[src/rtl/simd128_pkg.sv]
// Package: shared opcode fields and mode codes for the 128-bit lane unit.
// Assumes a 5-bit opcode split into mode, subtract flag and lane-width fields.
package simd128_pkg;

    localparam int OP_W = 5;

    localparam logic [1:0] MODE_WRAP = 2'b00;
    localparam logic [1:0] MODE_SSAT = 2'b01;
    localparam logic [1:0] MODE_USAT = 2'b10;
    localparam logic [1:0] MODE_MISC = 2'b11;

    localparam logic [1:0] LW_8  = 2'b00;
    localparam logic [1:0] LW_16 = 2'b01;
    localparam logic [1:0] LW_32 = 2'b10;

    localparam logic [2:0] MISC_AND   = 3'b000;
    localparam logic [2:0] MISC_OR    = 3'b001;
    localparam logic [2:0] MISC_XOR   = 3'b010;
    localparam logic [2:0] MISC_NOR   = 3'b011;
    localparam logic [2:0] MISC_MIXED = 3'b100;

    typedef struct packed {
        logic [1:0] mode;
        logic       sub;
        logic [1:0] lw;
    } op_fields_t;

endpackage

[src/rtl/simd_lane_addsub.sv]
// Module: one lane of add/subtract with optional signed or unsigned clamping.
// Assumes sat_s and sat_u are never both high; with both low it wraps.
module simd_lane_addsub #(
    parameter int W = 8
) (
    input  logic [W-1:0] a,
    input  logic [W-1:0] b,
    input  logic         sub,
    input  logic         sat_s,
    input  logic         sat_u,
    output logic [W-1:0] y
);

    logic [W-1:0] b_eff;
    logic [W:0]   sum;
    logic         ovf_s;
    logic         u_over;
    logic         u_under;

    // Shared adder: subtraction is a plus inverted b plus one.
    always_comb begin
        b_eff = sub ? ~b : b;
        sum   = {1'b0, a} + {1'b0, b_eff} + {{W{1'b0}}, sub};
    end

    // Overflow detection for both signed and unsigned interpretations.
    always_comb begin
        ovf_s   = (a[W-1] == b_eff[W-1]) && (sum[W-1] != a[W-1]);
        u_over  = !sub && sum[W];
        u_under = sub && !sum[W];
    end

    // Clamp the wrapped sum according to the requested saturation kind.
    always_comb begin
        y = sum[W-1:0];
        if (sat_s && ovf_s) begin
            y = a[W-1] ? {1'b1, {(W-1){1'b0}}} : {1'b0, {(W-1){1'b1}}};
        end else if (sat_u && u_over) begin
            y = {W{1'b1}};
        end else if (sat_u && u_under) begin
            y = {W{1'b0}};
        end
    end

endmodule

[src/rtl/simd_lane_bank.sv]
// Module: a row of identical lanes covering the full data width at one lane width.
// Assumes DATA_W is a multiple of LANE_W; lanes share no carry.
module simd_lane_bank #(
    parameter int DATA_W = 128,
    parameter int LANE_W = 8,
    localparam int NL    = DATA_W / LANE_W
) (
    input  logic [DATA_W-1:0] a,
    input  logic [DATA_W-1:0] b,
    input  logic [NL-1:0]     sub_mask,
    input  logic              sat_s,
    input  logic              sat_u,
    output logic [DATA_W-1:0] y
);

    for (genvar i = 0; i < NL; i++) begin : g_lane
        simd_lane_addsub #(.W(LANE_W)) u_lane (
            .a     (a[i*LANE_W +: LANE_W]),
            .b     (b[i*LANE_W +: LANE_W]),
            .sub   (sub_mask[i]),
            .sat_s (sat_s),
            .sat_u (sat_u),
            .y     (y[i*LANE_W +: LANE_W])
        );
    end

endmodule

[src/rtl/simd_bitwise.sv]
// Module: full-width bitwise logic, selected by a 2-bit code (AND, OR, XOR, NOR).
// Assumes the selector encoding of the package MISC_* low bits.
module simd_bitwise #(
    parameter int DATA_W = 128
) (
    input  logic [DATA_W-1:0] a,
    input  logic [DATA_W-1:0] b,
    input  logic [1:0]        sel,
    output logic [DATA_W-1:0] y
);

    // Pick one of the four bitwise functions.
    always_comb begin
        unique case (sel)
            2'b00:   y = a & b;
            2'b01:   y = a | b;
            2'b10:   y = a ^ b;
            default: y = ~(a | b);
        endcase
    end

endmodule

[src/rtl/simd128_alu.sv]
// Module: top of the packed lane unit; decodes the opcode, selects a bank and
// registers result, index, valid and write enable one edge after issue.
// Assumes an opcode layout as in simd128_pkg and that index zero is read-only.
module simd128_alu
    import simd128_pkg::*;
#(
    parameter int DATA_W  = 128,
    parameter int IDX_W   = 5,
    localparam int NL_16  = DATA_W / 16
) (
    input  logic              clk,
    input  logic              rst_n,
    input  logic              in_valid,
    input  logic [OP_W-1:0]   op_code,
    input  logic [IDX_W-1:0]  rd_idx,
    input  logic [DATA_W-1:0] src_a,
    input  logic [DATA_W-1:0] src_b,
    output logic              out_valid,
    output logic              wr_en,
    output logic [IDX_W-1:0]  wr_idx,
    output logic [DATA_W-1:0] result
);

    localparam int NL_8  = DATA_W / 8;
    localparam int NL_32 = DATA_W / 32;

    op_fields_t        f;
    logic              is_arith;
    logic              is_mixed;
    logic              sat_s;
    logic              sat_u;
    logic [NL_8-1:0]   sub8;
    logic [NL_16-1:0]  sub16;
    logic [NL_32-1:0]  sub32;
    logic [DATA_W-1:0] y8;
    logic [DATA_W-1:0] y16;
    logic [DATA_W-1:0] y32;
    logic [DATA_W-1:0] ylog;
    logic [DATA_W-1:0] nxt;

    // Split the opcode into its fields and derive the bank controls.
    always_comb begin
        f        = op_code;
        is_arith = (f.mode != MODE_MISC);
        is_mixed = (f.mode == MODE_MISC) && ({f.sub, f.lw} == MISC_MIXED);
        sat_s    = (f.mode == MODE_SSAT);
        sat_u    = (f.mode == MODE_USAT);
        sub8     = {NL_8{f.sub}};
        sub32    = {NL_32{f.sub}};
        for (int i = 0; i < NL_16; i++) begin
            sub16[i] = is_mixed ? i[0] : f.sub;
        end
    end

    simd_lane_bank #(.DATA_W(DATA_W), .LANE_W(8)) u_bank8 (
        .a(src_a), .b(src_b), .sub_mask(sub8), .sat_s(sat_s), .sat_u(sat_u), .y(y8)
    );

    simd_lane_bank #(.DATA_W(DATA_W), .LANE_W(16)) u_bank16 (
        .a(src_a), .b(src_b), .sub_mask(sub16), .sat_s(sat_s), .sat_u(sat_u), .y(y16)
    );

    simd_lane_bank #(.DATA_W(DATA_W), .LANE_W(32)) u_bank32 (
        .a(src_a), .b(src_b), .sub_mask(sub32), .sat_s(sat_s), .sat_u(sat_u), .y(y32)
    );

    simd_bitwise #(.DATA_W(DATA_W)) u_logic (
        .a(src_a), .b(src_b), .sel(f.lw), .y(ylog)
    );

    // Choose the bank output that the opcode names; reserved codes give zero.
    always_comb begin
        nxt = '0;
        if (is_arith) begin
            case (f.lw)
                LW_8:    nxt = y8;
                LW_16:   nxt = y16;
                LW_32:   nxt = y32;
                default: nxt = '0;
            endcase
        end else if (!f.sub) begin
            nxt = ylog;
        end else if (is_mixed) begin
            nxt = y16;
        end
    end

    // Output stage: one register level between issue and result.
    always_ff @(posedge clk) begin
        if (!rst_n) begin
            out_valid <= 1'b0;
            wr_en     <= 1'b0;
            wr_idx    <= '0;
            result    <= '0;
        end else begin
            out_valid <= in_valid;
            wr_en     <= in_valid && (rd_idx != '0);
            if (in_valid) begin
                wr_idx <= rd_idx;
                result <= nxt;
            end
        end
    end

    // a valid issue is followed by a valid result on the next edge.
    a_r2_valid_follows: assert property (@(posedge clk) disable iff (!rst_n)
        in_valid |=> out_valid);

    // index zero never produces a write strobe.
    a_r8_zero_dest_no_write: assert property (@(posedge clk) disable iff (!rst_n)
        (wr_idx == '0) |-> !wr_en);

    // no write strobe without a valid result.
    a_r8_write_needs_valid: assert property (@(posedge clk) disable iff (!rst_n)
        wr_en |-> out_valid);

    // NOR result seen at the port matches the operands of the issue cycle.
    a_r7_nor_full_width: assert property (@(posedge clk) disable iff (!rst_n)
        (in_valid && op_code == {MODE_MISC, MISC_NOR}) |=>
            (result == ~($past(src_a) | $past(src_b))));

    // lowest 32-bit lane of a wrap add equals the modulo sum.
    a_r3_wrap_add32_lane0: assert property (@(posedge clk) disable iff (!rst_n)
        (in_valid && op_code == {MODE_WRAP, 1'b0, LW_32}) |=>
            (result[31:0] == $past(src_a[31:0] + src_b[31:0])));

    // unsigned saturating 8-bit add never yields a lane below its first operand.
    a_r5_usat_add8_lane0: assert property (@(posedge clk) disable iff (!rst_n)
        (in_valid && op_code == {MODE_USAT, 1'b0, LW_8}) |=>
            (result[7:0] >= $past(src_a[7:0])));

endmodule

[config.mk]
export PLATFORM = sky130hd
export DESIGN_NAME = simd128_alu
export DESIGN_NICKNAME = d
export VERILOG_FILES = /design/src/rtl/simd128_pkg.sv /design/src/rtl/simd_lane_addsub.sv /design/src/rtl/simd_lane_bank.sv /design/src/rtl/simd_bitwise.sv /design/src/rtl/simd128_alu.sv
export SDC_FILE = /design/constraint.sdc
export NUM_CORES = 2
export LEC_CHECK = 0
export ABC_AREA = 1
export BUFFER_PORTS_ARGS = -buffer_cell sky130_fd_sc_hd__buf_2
export CAP_MARGIN = 20
export CORE_MARGIN = 2
export CORE_UTILIZATION = 59
export DETAILED_ROUTE_END_ITERATION = 10
export GPL_ROUTABILITY_DRIVEN = 0
export PLACE_DENSITY_LB_ADDON = 0.05
export SYNTH_ARGS = -nofsm -noshare
export SYNTH_HDL_FRONTEND = slang
export SYNTH_HIERARCHICAL = 1
export SYNTH_SLANG_ARGS = --single-unit
export TNS_END_PERCENT = 5
[constraint.sdc]
create_clock -name clk -period 3.38 [get_ports clk]
set_input_delay 0 -clock clk [delete_from_list [all_inputs] [get_ports clk]]
set_output_delay 0 -clock clk [all_outputs]
set_load 0.02 [all_outputs]
==> results.py <==
metrics = {
    "outcome": {
        "status": "finished, final reports clean",
    },
    "floorplanning": {
        "die_x_um": 320,
        "coreArea_sq_um": 98700,
        "die_area_sq_um": 102000,
        "pin_count": 404,
        "die_y_um": 320,
        "initial_core_util_pct": 59.7,
        "rows": 115,
    },
    "cts": {
        "clk_pin_slew_ps": 80,
        "clock_path_buffers": 2,
        "post_cts_buffers": 0,
        "worstSkewPairLatency_ps": 540,
        "cts_buffers": 17,
        "cts_root_buf": "clkbuf_16",
        "cts_tree": "built",
        "htreeDepth": 4,
        "cts_sinks": 135,
    },
    "place": {
        "place_ws_ps": 53.8,
        "port_buffers": 403,
        "dp_hpwl_mm": 156,
        "dpl_cell_area_sq_um": 61900,
    },
    "sta": {
        "period_share_pct": 86.1,
        "finalCriticalPeriod_ps": 2910,
        "clock_skew_ps": 0,
        "hold_ws_ps": 73.7,
        "hold_viol": 0,
        "setup_viol": 0,
        "clock.fmax_mhz": 344,
        "slew_headroom_pct": 17.9,
        "rsz0062_at_grt": "false",
        "drv_slew": 0,
        "worst_pin_slew_ps": 1230,
        "fin_ws_ps": 471,
        "setup-tns-final_ps": 0,
    },
    "power": {
        "peakVddDrop_v": 0.000326,
        "power_density_nw_per_um2": 294,
        "leakage_nw": 39.2,
    },
    "drt": {
        "vias": 68500,
        "wire_per_inst_um": 17.0,
        "drc": 0,
        "dr.pass1.iters": 9,
        "drtAntennaViolNets": 0,
        "drt_iter0_drc": 7171,
        "drt_wl_total_mm": 207,
        "vias_per_cell": 5.62,
    },
    "layout": {
        "stdcell_area_sq_um": 62600,
        "nets": 11800,
        "syn_to_final_growth_pct": 6.31,
        "post-route-util_pct": 63.5,
        "drive_above_1_share_pct": 13.6,
    },
    "global_routing": {
        "grt.overflow.total": 0,
        "grt_pass1_wl_mm": 327,
        "grt.total_usage_pct": 39.1,
        "grt_pass1_vias": 63000,
        "antenna_found_initial": 7,
        "grt_max_degree": 188,
    },
    "setup_path": {
        "start_kind": "primary input",
        "crit_required_ps": 3850,
        "critPathKind": "primary input to register",
        "arrival_ps": 3380,
        "end_kind": "register",
        "crit_fanout": 50,
    },
    "yosys": {
        "synth_nets": 11600,
        "synthArstFlopShare_pct": 0,
        "synth_area_leaders": "nand2_1 24%, ha_1 13%, nand3_1 11%",
        "synth_cell_types": 41,
        "synth_seq_cells": 135,
        "synth_edf_count": 0,
        "yosysWarnings": 6,
        "synth.avg_cell_area_sq_um": 5.51,
        "synth_top_area_share_pct": 23.8,
        "syn_inst": 10700,
        "synth.most_common_cell": "nand2_1",
        "synth_top_area_cell": "nand2_1",
        "ys_seq_area_share_pct": 4.59,
        "synth_ff_type": "dfxtp_1",
        "synthesis.area_sq_um": 58900,
        "yosys-top-cells-count": "3739 x nand2_1, 1703 x inv_1, 1323 x nand3_1",
    },
    "hold_path": {
        "hp-class": "primary input to register",
    },
    "job": {
        "drv_cap": 0,
    },
}
==> cell usage in the layout, fill, tap and decap left out, types with 11 or more instances in the layout <==
cell type and count:
nor3_1 27, buf_2 399, xor2_1 356, nand4_1 216, nand3b_2 24, nand3b_1 51, or2_2 36, nand3_1 1323
a21oi_1 203, nand2_1 3738, nand2_4 165, o21bai_1 32, inv_4 22, a21oi_4 17, inv_6 17, o21ai_1 116
nand2_2 237, nor2_8 32, dfxtp_1 135, o21ai_0 85, clkbuf_16 17, inv_1 1698, nand3_4 32, and2_1 21
a21oi_2 48, buf_12 34, nand3_2 20, fa_1 28, nor2_2 57, dlygate4sd3_1 11, ha_1 620, inv_2 129
nor2_4 33, nor3_2 19, xnor2_1 136, nor2_1 604, buf_4 120
==> through the flow <==
step           instances  power (mW)
2_1_floorplan      10700        12.4
3_3_place_gp       12100        15.7
3_5_place_dp       12100        15.9
4_1_cts            12200        18.1
5_1_grt            12200        20.0
6_report           12200        18.4
==> path summary, 6_finish.rpt <==
path	startpoint	depth (start not counted)	slack (ps)	to
min	op_code[2]	7	70	result[0]
max reg2reg	wr_idx[3]	3	2140	wr_idx[3]
min reg2reg	wr_idx[4]	2	510	wr_idx[4]
max	op_code[2]	23	470	result[31]
==> critical path, stage by stage <==
cell and delay [ps]:
buf_8 240, buf_12 330, nor2_1 90, nor2_1 220, inv_1 90, fa_1 430
nor2_1 140, o21ai_1 90, nand2_2 120, nand2_1 90, nand2_2 90, nand2_2 70
nand2_2 120, nand2_4 220, nand2_1 140, inv_1 40, a21oi_1 160, nand3_1 170
nand3_1 180, nand2_1 60, nand3_1 100, nand2_1 50, inv_1 40
==> metal layers <==
metal	part of all wire, %	vias up	global-route usage, %
li1	-	33400	-
met1	42	31100	50.5
met2	44	3393	63.4
met3	9.4	600	5.76
met4	5.0	4	18.9
met5	0.014	-	0
==> power by group <==
group	switching (mW)	leakage [nW]	total (mW)	internal, mW
combinational	9.45	37.8	14.4	4.99
clock	0.980	0.277	2.09	1.11
sequential	0.114	1.12	1.85	1.74
==> kinds of logic (layout without fill, tap and decap cells) <==
kind of cell	after synthesis	after routing	synth area share [%]
xor gates and xnor gates	492	492	7.31
DFF	135	135	4.59
other	0	5	0
and+or+nand+nor	6640	6640	52.8
AOI/OAI and AO/OA	510	510	5.12
adders and majority gates	648	648	14.1
buffers and inverters	2259	2472	16.0
==> registers in the layout, summed over array words and instances (netlist names) <==
| register | flops |
|---|---|
| result | 128 |
| wr_idx | 5 |
| out_valid | 1 |
| wr_en | 1 |
==> what timing repair did <==
item,CTS,global route
setup endpoints to repair,0,0
endpoints found under the hold margin,7,0
resized for setup,0,0
hold buffers,11,0
==> layout make-up <==
| cell class | count | area [sq um] |
|---|---|---|
| Clock buffer | 19 | 453 |
| Inverter | 1873 | 7170 |
| Multi-Input combinational cell | 8290 | 46800 |
| Timing Repair Buffer | 568 | 3750 |
| Antenna cell | 5 | 12.5 |
| Tap cell | 1287 | 1610 |
| Sequential cell | 135 | 2700 |
| Clock inverter | 12 | 128 |
| Fill cell | 10000 | 36100 |
No activity file was read; power rests on OpenSTA's default activity.
